**src/rtl/bbclk_pkg.sv**
```systemverilog
// Shared widths and the captured-configuration type for the bit/baud
// clock generator. Assumes the bit code is at least as wide as the baud code.
package bbclk_pkg;
    localparam int unsigned BBC_BIT_SEL_W  = 4;
    localparam int unsigned BBC_BAUD_SEL_W = 3;

    typedef struct packed {
        logic [BBC_BIT_SEL_W-1:0]  bit_code;
        logic [BBC_BAUD_SEL_W-1:0] baud_code;
        logic                      scale;
    } bbc_cfg_t;

    localparam bbc_cfg_t BBC_CFG_DEFAULT = '0;
endpackage

```
**src/rtl/bbclk_cfg_latch.sv**
```systemverilog
// Holds the rate codes and the scaling flag. New values are taken only
// when load is high, so the dividers see stable settings between
// alignment strobes. Assumes load is a single-cycle strobe.
module bbclk_cfg_latch
    import bbclk_pkg::*;
(
    input  logic     clk,
    input  logic     rst_n,
    input  logic     load,
    input  bbc_cfg_t d,
    output bbc_cfg_t q
);

    // Capture settings on a strobe; defaults after reset.
    always_ff @(posedge clk) begin
        if (!rst_n) begin
            q <= BBC_CFG_DEFAULT;
        end else if (load) begin
            q <= d;
        end
    end

    // settings hold between strobes.
    p_cfg_hold_r8: assert property (@(posedge clk) disable iff (!rst_n)
        !load |=> $stable(q));

    // a strobe takes in exactly the presented settings.
    p_cfg_load_r8: assert property (@(posedge clk) disable iff (!rst_n)
        load |=> (q == $past(d)));

endmodule

```
**src/rtl/bbclk_rate_decode.sv**
```systemverilog
// Maps a rate code to a divider period and high time, in master cycles.
// IS_BAUD selects the baud table; otherwise the bit table is built.
// Scaling by 7/8 uses shift-and-subtract; it assumes every base period
// and high time is a multiple of 8, which holds at 13.824 MHz.
module bbclk_rate_decode #(
    parameter int unsigned MCLK_HZ = 13824000,
    parameter int unsigned CNT_W   = 15,
    parameter int unsigned SEL_W   = 4,
    parameter bit          IS_BAUD = 1'b0
) (
    input  logic [SEL_W-1:0] code,
    input  logic             scale,
    output logic             valid,
    output logic [CNT_W-1:0] tc,
    output logic [CNT_W-1:0] hi
);

    localparam int unsigned EXT_W = CNT_W + 3;

    logic [CNT_W-1:0] base_tc;
    logic [CNT_W-1:0] base_hi;
    logic             third;
    logic             exempt;
    logic [EXT_W-1:0] tc_x7;
    logic [EXT_W-1:0] hi_x7;

    generate
        if (IS_BAUD) begin : g_baud
            // Baud table: four rates, the rest reserved.
            always_comb begin
                valid   = 1'b1;
                base_tc = '0;
                third   = 1'b0;
                exempt  = 1'b0;
                case (code)
                    SEL_W'(0): base_tc = CNT_W'(MCLK_HZ / 2400);
                    SEL_W'(1): begin
                        base_tc = CNT_W'(MCLK_HZ / 1600);
                        third   = 1'b1;
                    end
                    SEL_W'(2): base_tc = CNT_W'(MCLK_HZ / 1200);
                    SEL_W'(3): base_tc = CNT_W'(MCLK_HZ / 600);
                    default:   valid   = 1'b0;
                endcase
            end
        end else begin : g_bit
            // Bit table: eleven rates, one exempt from scaling.
            always_comb begin
                valid   = 1'b1;
                base_tc = '0;
                third   = 1'b0;
                exempt  = 1'b0;
                case (code)
                    SEL_W'(0):  base_tc = CNT_W'(MCLK_HZ / 9600);
                    SEL_W'(1):  base_tc = CNT_W'(MCLK_HZ / 8000);
                    SEL_W'(2):  base_tc = CNT_W'(MCLK_HZ / 7200);
                    SEL_W'(3):  base_tc = CNT_W'(MCLK_HZ / 4800);
                    SEL_W'(4):  base_tc = CNT_W'(MCLK_HZ / 2400);
                    SEL_W'(5):  base_tc = CNT_W'(MCLK_HZ / 1200);
                    SEL_W'(6):  base_tc = CNT_W'(MCLK_HZ / 600);
                    SEL_W'(7):  base_tc = CNT_W'(MCLK_HZ / 19200);
                    SEL_W'(8):  base_tc = CNT_W'(MCLK_HZ / 14400);
                    SEL_W'(9):  base_tc = CNT_W'(MCLK_HZ / 12000);
                    SEL_W'(10): begin
                        base_tc = CNT_W'(MCLK_HZ / 19200);
                        exempt  = 1'b1;
                    end
                    default:    valid = 1'b0;
                endcase
            end
        end
    endgenerate

    // High time: one third for the 1600 Hz rate, half otherwise.
    assign base_hi = third ? CNT_W'(MCLK_HZ / (1600 * 3)) : (base_tc >> 1);

    // Times seven by shift-and-subtract; the later >>3 completes 7/8.
    assign tc_x7 = ({3'b000, base_tc} << 3) - {3'b000, base_tc};
    assign hi_x7 = ({3'b000, base_hi} << 3) - {3'b000, base_hi};

    assign tc = (scale && !exempt) ? tc_x7[EXT_W-1:3] : base_tc;
    assign hi = (scale && !exempt) ? hi_x7[EXT_W-1:3] : base_hi;

endmodule

```
**src/rtl/bbclk_divider.sv**
```systemverilog
// Master-clock divider with restart. The output is high while the count
// is below the high time. Assumes valid, tc and hi change only in the
// cycle that follows a restart.
module bbclk_divider #(
    parameter int unsigned CNT_W = 15
) (
    input  logic             clk,
    input  logic             rst_n,
    input  logic             restart,
    input  logic             valid,
    input  logic [CNT_W-1:0] tc,
    input  logic [CNT_W-1:0] hi,
    output logic             clk_out
);

    logic [CNT_W-1:0] cnt;

    // Count through one period; restart, reserved code or reset clear it.
    always_ff @(posedge clk) begin
        if (!rst_n || restart || !valid) begin
            cnt <= '0;
        end else if (cnt >= tc - CNT_W'(1)) begin
            cnt <= '0;
        end else begin
            cnt <= cnt + CNT_W'(1);
        end
    end

    // Output phase from the count.
    assign clk_out = valid && (cnt < hi);

    // the count never leaves the selected period.
    p_cnt_range_r1: assert property (@(posedge clk) disable iff (!rst_n)
        valid |-> (cnt < tc));

    // the last count of a period wraps to zero.
    p_wrap_r1: assert property (@(posedge clk) disable iff (!rst_n)
        (valid && !restart && (cnt == tc - CNT_W'(1))) |=> (cnt == '0));

    // the decoded high time lies inside the period.
    p_hi_inside_r5: assert property (@(posedge clk) disable iff (!rst_n)
        valid |-> ((hi != '0) && (hi < tc)));

    // after a restart a valid output begins its high phase.
    p_restart_high_r7: assert property (@(posedge clk) disable iff (!rst_n)
        restart |=> (clk_out || !valid));

endmodule

```
**src/rtl/bbclk_gen.sv**
```systemverilog
// Bit and baud clock generator for one direction. Captures the rate
// codes and the 8/7 flag on each alignment strobe and restarts both
// dividers there. Assumes conv_align is synchronous to mclk and one
// cycle wide.
module bbclk_gen
    import bbclk_pkg::*;
#(
    parameter int unsigned MCLK_HZ     = 13824000,
    parameter int unsigned MIN_RATE_HZ = 600
) (
    input  logic                      mclk,
    input  logic                      rst_n,
    input  logic [BBC_BIT_SEL_W-1:0]  bit_rate_sel,
    input  logic [BBC_BAUD_SEL_W-1:0] baud_rate_sel,
    input  logic                      rate_8_7,
    input  logic                      conv_align,
    output logic                      bit_clk,
    output logic                      baud_clk
);

    localparam int unsigned CNT_W  = $clog2(MCLK_HZ / MIN_RATE_HZ + 1);
    localparam int unsigned CODE_W = BBC_BIT_SEL_W;
    localparam int unsigned N_CH   = 2;

    bbc_cfg_t         cfg_in;
    bbc_cfg_t         cfg_q;
    logic [CODE_W-1:0] code_ch [N_CH];
    logic [N_CH-1:0]  ch_out;

    assign cfg_in.bit_code  = bit_rate_sel;
    assign cfg_in.baud_code = baud_rate_sel;
    assign cfg_in.scale     = rate_8_7;

    bbclk_cfg_latch u_cfg (
        .clk   (mclk),
        .rst_n (rst_n),
        .load  (conv_align),
        .d     (cfg_in),
        .q     (cfg_q)
    );

    assign code_ch[0] = cfg_q.bit_code;
    assign code_ch[1] = CODE_W'(cfg_q.baud_code);

    generate
        for (genvar g = 0; g < N_CH; g++) begin : g_ch
            logic             valid;
            logic [CNT_W-1:0] tc;
            logic [CNT_W-1:0] hi;

            bbclk_rate_decode #(
                .MCLK_HZ (MCLK_HZ),
                .CNT_W   (CNT_W),
                .SEL_W   (CODE_W),
                .IS_BAUD (g == 1)
            ) u_dec (
                .code  (code_ch[g]),
                .scale (cfg_q.scale),
                .valid (valid),
                .tc    (tc),
                .hi    (hi)
            );

            bbclk_divider #(
                .CNT_W (CNT_W)
            ) u_div (
                .clk     (mclk),
                .rst_n   (rst_n),
                .restart (conv_align),
                .valid   (valid),
                .tc      (tc),
                .hi      (hi),
                .clk_out (ch_out[g])
            );
        end
    endgenerate

    assign bit_clk  = ch_out[0];
    assign baud_clk = ch_out[1];

endmodule

```
**config.mk**
```make
export PLATFORM = sky130hd
export DESIGN_NAME = bbclk_gen
export DESIGN_NICKNAME = d
export VERILOG_FILES = /design/src/rtl/bbclk_pkg.sv /design/src/rtl/bbclk_cfg_latch.sv /design/src/rtl/bbclk_rate_decode.sv /design/src/rtl/bbclk_divider.sv /design/src/rtl/bbclk_gen.sv
export SDC_FILE = /design/constraint.sdc
export NUM_CORES = 1
export LEC_CHECK = 0
export BUFFER_PORTS_ARGS = -buffer_cell sky130_fd_sc_hd__buf_2
export CAP_MARGIN = 10
export CORE_ASPECT_RATIO = 0.9
export CORE_UTILIZATION = 35
export DETAILED_ROUTE_END_ITERATION = 16
export GPL_TIMING_DRIVEN = 0
export PLACE_DENSITY = 0.52
export SLEW_MARGIN = 30
export SYNTH_ARGS = -nofsm -noshare
export SYNTH_HDL_FRONTEND = slang
export SYNTH_HIERARCHICAL = 1
export SYNTH_SLANG_ARGS = --single-unit
```
**constraint.sdc**
```tcl
create_clock -name mclk -period 4.4 [get_ports mclk]
set_clock_uncertainty 0.2 [all_clocks]
set_input_delay 0.22 -clock mclk [delete_from_list [all_inputs] [get_ports mclk]]
set_output_delay 0.22 -clock mclk [all_outputs]
set_load 0.005 [all_outputs]
```
* After elaboration in Yosys (flattened, before gate mapping)
Index checks and enable logic that the tools add are counted.
Operators by class: reduce and logical (&&, ||, !) cells 17, mux-type cells 11, eq/ne operators 13, magnitude comparators 4, add/subtract/negate cells 8
Operators by type and width (count):
- one-hot mux 15 bit (10 select lines) | 1
- two-way mux 15 bit | 4
- one-hot mux 15 bit (4 select lines) | 1
- subtractor 18 x 15 -> 18 bit | 3
- adder 15 x 1 -> 15 bit, second input constant | 2
- >= comparator 15 bit | 2
- less-than comparator 15 bit | 2
- subtractor 15 x 1 -> 15 bit, second input constant | 2
- subtractor 17 x 14 -> 18 bit | 1
- equality test 4 x 3 -> 1 bit, second input constant | 4
- two-way mux 14 bit | 1
- equality test 4 bit, second input constant | 3
- OR reduction 11 bit | 1
- equality test 4 x 2 -> 1 bit, second input constant | 2
- zero test 4 bit | 2
- equality test 3 x 2 -> 1 bit, second input constant | 2
- OR reduction 2 bit | 3
- equality test 4 x 1 -> 1 bit, second input constant | 1
- zero test 1 bit | 4
- two-way mux 1 bit | 4
- OR reduction 4 bit | 1
- equality test 3 x 1 -> 1 bit, second input constant | 1
- logical AND 1 bit | 3
- logical OR 1 bit | 3
Storage, ports and cells: bits in registers 38, bits of input ports 11, logic and storage cells 58

* Logic depth before layout (Yosys ltp)
depth after elaboration 8, gate-level depth with buffers 24, gate-level depth less buffers 20

* Modules after synthesis
Netlist, hierarchy kept.
By module, submodules not included:
- bbclk_divider | cells an instance 193, instances 2, area each 1532.7 µm², seq. area each 300.3 µm²
- bbclk_rate_decode (g_ch[0].u_dec) | cells an instance 152, instances 1, area each 1017.2 µm², seq. area each 0.0 µm²
- bbclk_rate_decode (g_ch[1].u_dec) | cells an instance 113, instances 1, area each 742.0 µm², seq. area each 0.0 µm²
- bbclk_cfg_latch | cells an instance 25, instances 1, area each 301.5 µm², seq. area each 160.2 µm²
- bbclk_gen | cells an instance 1, instances 1, area each 3.8 µm², seq. area each 0.0 µm²

* Least setup slack after synthesis
No wires, ideal clock.
path kind register to register, from register u_cfg/q[6] (netlist bit), to register g_ch[0].u_div.cnt[10], arrival 4248 ps, stages on the path, launching flop included 23, required time 4083 ps, buffers on the path 3, setup slack -165 ps, path through dfxtp_1 -> buf_2 -> xor2_1 -> nand2_1 -> a21oi_1 -> inv_1 -> ha_1 -> a21o_1 -> a31o_1 -> a2111o_1 -> a31oi_2 -> xnor2_1 -> buf_4 -> or4_1 -> nor2_1 -> xnor2_1 -> ha_1 -> nand4_1 -> nor2_1 -> o31ai_1 -> o211ai_1 -> buf_2 -> nor2_1
On the way: longest elaborated chain between the ends 8, elaborated cells between the ends (all ways) 25
Ends and longest elaborated chain:
- from (decl) | line bbclk_cfg_latch.sv:11 | output bbc_cfg_t q
- from (signal assigned) | line bbclk_cfg_latch.sv:17 | q <= BBC_CFG_DEFAULT;
- from (signal assigned) | line bbclk_cfg_latch.sv:19 | q <= d;
- equality test 4 x 3 -> 1 bit or equality test 4 bit (tied branches) | line bbclk_rate_decode.sv:53 | case (code)
- OR reduction 2 bit (no source line) or two-way mux 1 bit (tied branches)
- one-hot mux 15 bit (10 select lines) or zero test 1 bit (tied branches) | line bbclk_rate_decode.sv:53, bbclk_rate_decode.sv:81
- subtractor 18 x 15 -> 18 bit or logical AND 1 bit (tied branches) | line bbclk_rate_decode.sv:78, bbclk_rate_decode.sv:81
- two-way mux 15 bit (*) | line bbclk_rate_decode.sv:81 | assign tc = (scale && !exempt) ? tc_x7[EXT_W-1:3] : base_tc;
- named net g_ch[0].tc[13] | line bbclk_gen.sv:48 | logic [CNT_W-1:0] tc;
- subtractor 15 x 1 -> 15 bit (*) | line bbclk_divider.sv:22 | end else if (cnt >= tc - CNT_W'(1)) begin
- >= comparator 15 bit (*) | line bbclk_divider.sv:22
- OR reduction 2 bit (no source line) (*)
- to (signal assigned) | line bbclk_divider.sv:25 | cnt <= cnt + CNT_W'(1);
- to (decl) | line bbclk_divider.sv:16 | logic [CNT_W-1:0] cnt;
Mark *: on every way through the listed nets, which the timed path passes. The rest lies on a longest branch. A chain may end at the register's enable or synchronous reset.

* Worst setup path after layout
from register u_cfg/q[4] (netlist bit), to register g_ch[0].u_div.cnt[0]
Same word-level chain as after synthesis.

==> impl_summary.md <==
Route
In the routed design, unresolved DRC markers number 0. After detailed routing, the number of vias per cell comes to 5.005. The count of TritonRoute iterations in the first routing pass is 4. After the first detailed-routing iteration, the DRC count stood at 176. The detailed-route wire length is 13320 um. Across all layers, the routed design uses 4720 vias. The routed length per instance is 14.12 um. The count of antenna-violating nets left after detailed routing is 0.

Floorplan
The effective utilization at floorplan is 36.23%. The floorplan has 41 rows. The die outline height is 116.9 um. The die area is 15150 um2. The count of boundary I/O pins is 13. The die is 129.6 um wide.

The area inside the core boundary is 14160 um2.

Finish
The layout overhead on the synthesized area is 27.76%. The repair_antennas step left the layout with diodes totalling 0. Of the cells placed in the final design, the portion with a size suffix greater than 1 is 26.67%. The number of nets in the layout is 842.

The final cell area excluding filler cells is 6554 um2.

STA
Summed over all failing endpoints, the final setup total negative slack is -3213 ps. Setup repair after global routing could not meet its margin everywhere. The final period demand of the worst path is 4617 ps. Hold timing on the final database bottoms out at a slack of -1.999 ps. For the pin with the worst max-slew slack, the measured transition is 611.1 ps.

The fraction of the cycle the final worst path needs is 104.9%. The smallest setup slack after layout is -216.9 ps. Setup violations remaining at the end of the flow were counted as 16. Headroom to the max-slew limit came out at 58.83%. Derived from the worst setup path, the maximum achievable clock frequency is 216.6 MHz. The number of endpoints with negative hold slack in the final report is 1. The number of pins with negative max-slew slack in the final report is 0.

Outcome
The checks that failed: hold timing, setup timing. The flow ran to the end, but the final reports show violations.

Worst setup path
The number of buffer and inverter instances along the worst setup path is 4. The kind of end point of the critical path is a register. The depth of the worst register-to-register path is 22. In this run the number of cells on the critical path is 22.

The maximum cell stage delay along the critical path is 470 ps. The cell with the largest stage delay on the worst path is sky130_fd_sc_hd__a2111o_1. Along the worst path, the maximum fanout reaches 5.

The critical path goes through buf_2, nand2_1, a21oi_1, or2_4, inv_1, ha_1, a21o_1, a31o_1, a2111o_1, a31oi_4, xnor2_2, buf_4, or4_4, nor2_4, xnor2_2, ha_4, nand4_1, nor2_1, o31ai_1, o211ai_1, buf_4, nor2_1. The cell class contributing the biggest share of worst-path delay is compound AO/OA/AOI/OAI gates. The minimum setup slack among reg-to-reg paths is -220 ps. The worst setup path is launched from a register. STA puts the critical path data arrival time at 4590 ps.

The category of the most critical setup path is register to register. The data required time of the worst path is 4380 ps.

Yosys
The share of the synthesized area in the top cell type is 20.00%. The number of synthesized flops with an enable pin is 0. The synthesized area is 5130 um2. In the synthesized netlist, the cells that appear most often are sky130_fd_sc_hd__ha_1, sky130_fd_sc_hd__nor2_1, sky130_fd_sc_hd__inv_1.

The number of warning messages in the yosys log is 6. The share of synthesized area occupied by flip-flops and latches is 14.83%. The post-synthesis cell type with the largest combined area is sky130_fd_sc_hd__ha_1. The share of flip-flops with an asynchronous set or reset after synthesis is 0%.

The leading register cell type out of synthesis is sky130_fd_sc_hd__dfxtp_1. After synthesis, the netlist uses 65 different library cells. The number of instances in the synthesized netlist is 677. The average instance in the mapped netlist occupies 7.577 um2. The number of synthesized register bits is 38.

After synthesis, the cell types taking the most area are sky130_fd_sc_hd__ha_1, sky130_fd_sc_hd__dfxtp_1, sky130_fd_sc_hd__xnor2_1, sky130_fd_sc_hd__nor2_1, sky130_fd_sc_hd__inv_1.

Clock network
The number of levels the H-tree was split into is 2. In this run the clock root is driven by a sky130_fd_sc_hd__clkbuf_16. The worst-case clock buffer depth is 2. The TritonCTS clock tree is done. The sink count of the clock tree is 38. The total clock buffers created by CTS is 5.

Clock latency on the worst-skew pair, taken at its later pin, is 280 ps. After clock tree synthesis, the clock-pin slew on the worst setup and hold paths is 60 ps.

Min path
The class of the most critical hold timing path is input pin to register. The worst hold path depth is 3.

Place
In this run the tool buffered the top-level ports with 12 buffer cells. The placement-stage cell area is 5488 um2. After legalization and detailed placement, the total HPWL measured 9795 um. The congestion estimate from routability-driven global placement came to 0.8130. The worst setup slack after placement is -783.1 ps.

Global routing
The first-pass GRT wire length is 21810 um. The total overflow left after global routing is 0. The via count of the first global-routing pass came to 4643. The initial antenna violation count is 0. The global routing usage summed across all routing layers is 18.11%. The maximum number of pins on one net before global-route repair is 13.

Power and ir drop
The power per cell area is 222.7 nW/um2. The leakage component of the power is 2.778 nW. The design draws 0.001460 W. The peak supply drop is 187.4 uV.

Job
The number of max-capacitance violations reported is 0.
==> flip-flops by register name (all words and copies together), names as in the netlist <==
signal / flops
g_ch.u_div/cnt: 30
u_cfg/q: 8
==> worst register-to-register path: stages (launching register included) <==
cell and delay (ps):
sky130_fd_sc_hd__dfxtp_4 380, sky130_fd_sc_hd__buf_2 170, sky130_fd_sc_hd__nand2_1 70, sky130_fd_sc_hd__a21oi_1 170, sky130_fd_sc_hd__or2_4 160, sky130_fd_sc_hd__inv_1 40
sky130_fd_sc_hd__ha_1 240, sky130_fd_sc_hd__a21o_1 220, sky130_fd_sc_hd__a31o_1 260, sky130_fd_sc_hd__a2111o_1 470, sky130_fd_sc_hd__a31oi_4 200, sky130_fd_sc_hd__xnor2_2 100
sky130_fd_sc_hd__buf_4 150, sky130_fd_sc_hd__or4_4 420, sky130_fd_sc_hd__nor2_4 120, sky130_fd_sc_hd__xnor2_2 90, sky130_fd_sc_hd__ha_4 280, sky130_fd_sc_hd__nand4_1 110
sky130_fd_sc_hd__nor2_1 130, sky130_fd_sc_hd__o31ai_1 90, sky130_fd_sc_hd__o211ai_1 180, sky130_fd_sc_hd__buf_4 220, sky130_fd_sc_hd__nor2_1 50
==> worst paths after layout <==
kind,from,to
worst max register to register,u_cfg/q[4],g_ch[0].u_div/cnt[0]
worst max-delay path,u_cfg/q[4],g_ch[0].u_div/cnt[0]
worst min-delay path,bit_rate_sel[0],u_cfg/q[4]
worst min register to register,g_ch[0].u_div/cnt[0],g_ch[0].u_div/cnt[0]
==> per-stage QoR <==
step | hold slack, ps | utilization (%) | cells
CTS | 1.390 | 44.25 | 929
detailed placement | 288.4 | 38.76 | 890
floorplan | 148.0 | - | 685
finish | -1.999 | 46.29 | 943
global placement | 275.0 | 38.76 | 890
global route | 24.48 | 46.29 | 943
==> power breakdown <==
part	switching [W]	total [W]	leakage, nW	internal (W)
combinational	0.000319	0.000609	2.37	0.000290
sequential	0.00000861	0.000358	0.311	0.000349
clock	0.000152	0.000493	0.0971	0.000341
==> layout make-up <==
type,instances,area (um2)
buffer,42,345.3
clock buffer,6,138.9
clock inverter,2,60.06
fill,1431,7605
inverter,68,259.0
multi-input combinational,536,4304
sequential,38,774.5
tap,193,241.5
timing repair buffer,58,430.4
==> cells in the final DEF (no fill, tap or decap), types with 13 or more instances in the layout <==
cell                      count
sky130_fd_sc_hd__mux2i_1     13
sky130_fd_sc_hd__nor3_1      15
sky130_fd_sc_hd__buf_4       64
sky130_fd_sc_hd__inv_1       62
sky130_fd_sc_hd__dfxtp_1     33
sky130_fd_sc_hd__nor2_1      72
sky130_fd_sc_hd__a21oi_1     20
sky130_fd_sc_hd__o21ai_0     20
sky130_fd_sc_hd__nand3_1     17
sky130_fd_sc_hd__ha_1        72
sky130_fd_sc_hd__xor2_1      22
sky130_fd_sc_hd__nand2_1     46
sky130_fd_sc_hd__buf_2       14
sky130_fd_sc_hd__xnor2_1     46
==> per-layer routing <==
layer | vias to the layer above | share of wire, % | GRT usage (%) | routed length (um)
li1 | 2431 | - | - | -
met1 | 2199 | 46 | 21.83 | 6080
met2 | 72 | 50 | 33.90 | 6631
met3 | 18 | 2.8 | 2.591 | 367
met4 | 0 | 1.8 | 4.109 | 238
met5 | - | 0 | 0 | 0
==> what timing repair did <==
action	4_1_cts	5_1_grt
pin swaps	37	29
setup buffers	25	15
hold buffers	3	0
gates cloned	3	0
setup endpoints to repair	31	32
gates resized for setup	75	43
endpoints found under the hold margin	3	0
==> kinds of logic (layout without fill, tap and decap cells) <==
| family | Yosys count | count (layout) | synth area share (%) |
|---|---|---|---|
| AND/OR/NAND/NOR | 244 | 244 | 24.12 |
| AO/OA/AOI/OAI | 111 | 111 | 14.61 |
| buffers and inverters | 111 | 176 | 10.83 |
| adder cells (fa/ha/maj) | 82 | 82 | 20.00 |
| XOR/XNOR | 71 | 71 | 12.12 |
| flip-flops | 38 | 38 | 14.83 |
| multiplexers | 16 | 16 | 3.195 |
| other | 4 | 12 | 0.2926 |
No activity file was read; power rests on OpenSTA's default activity.
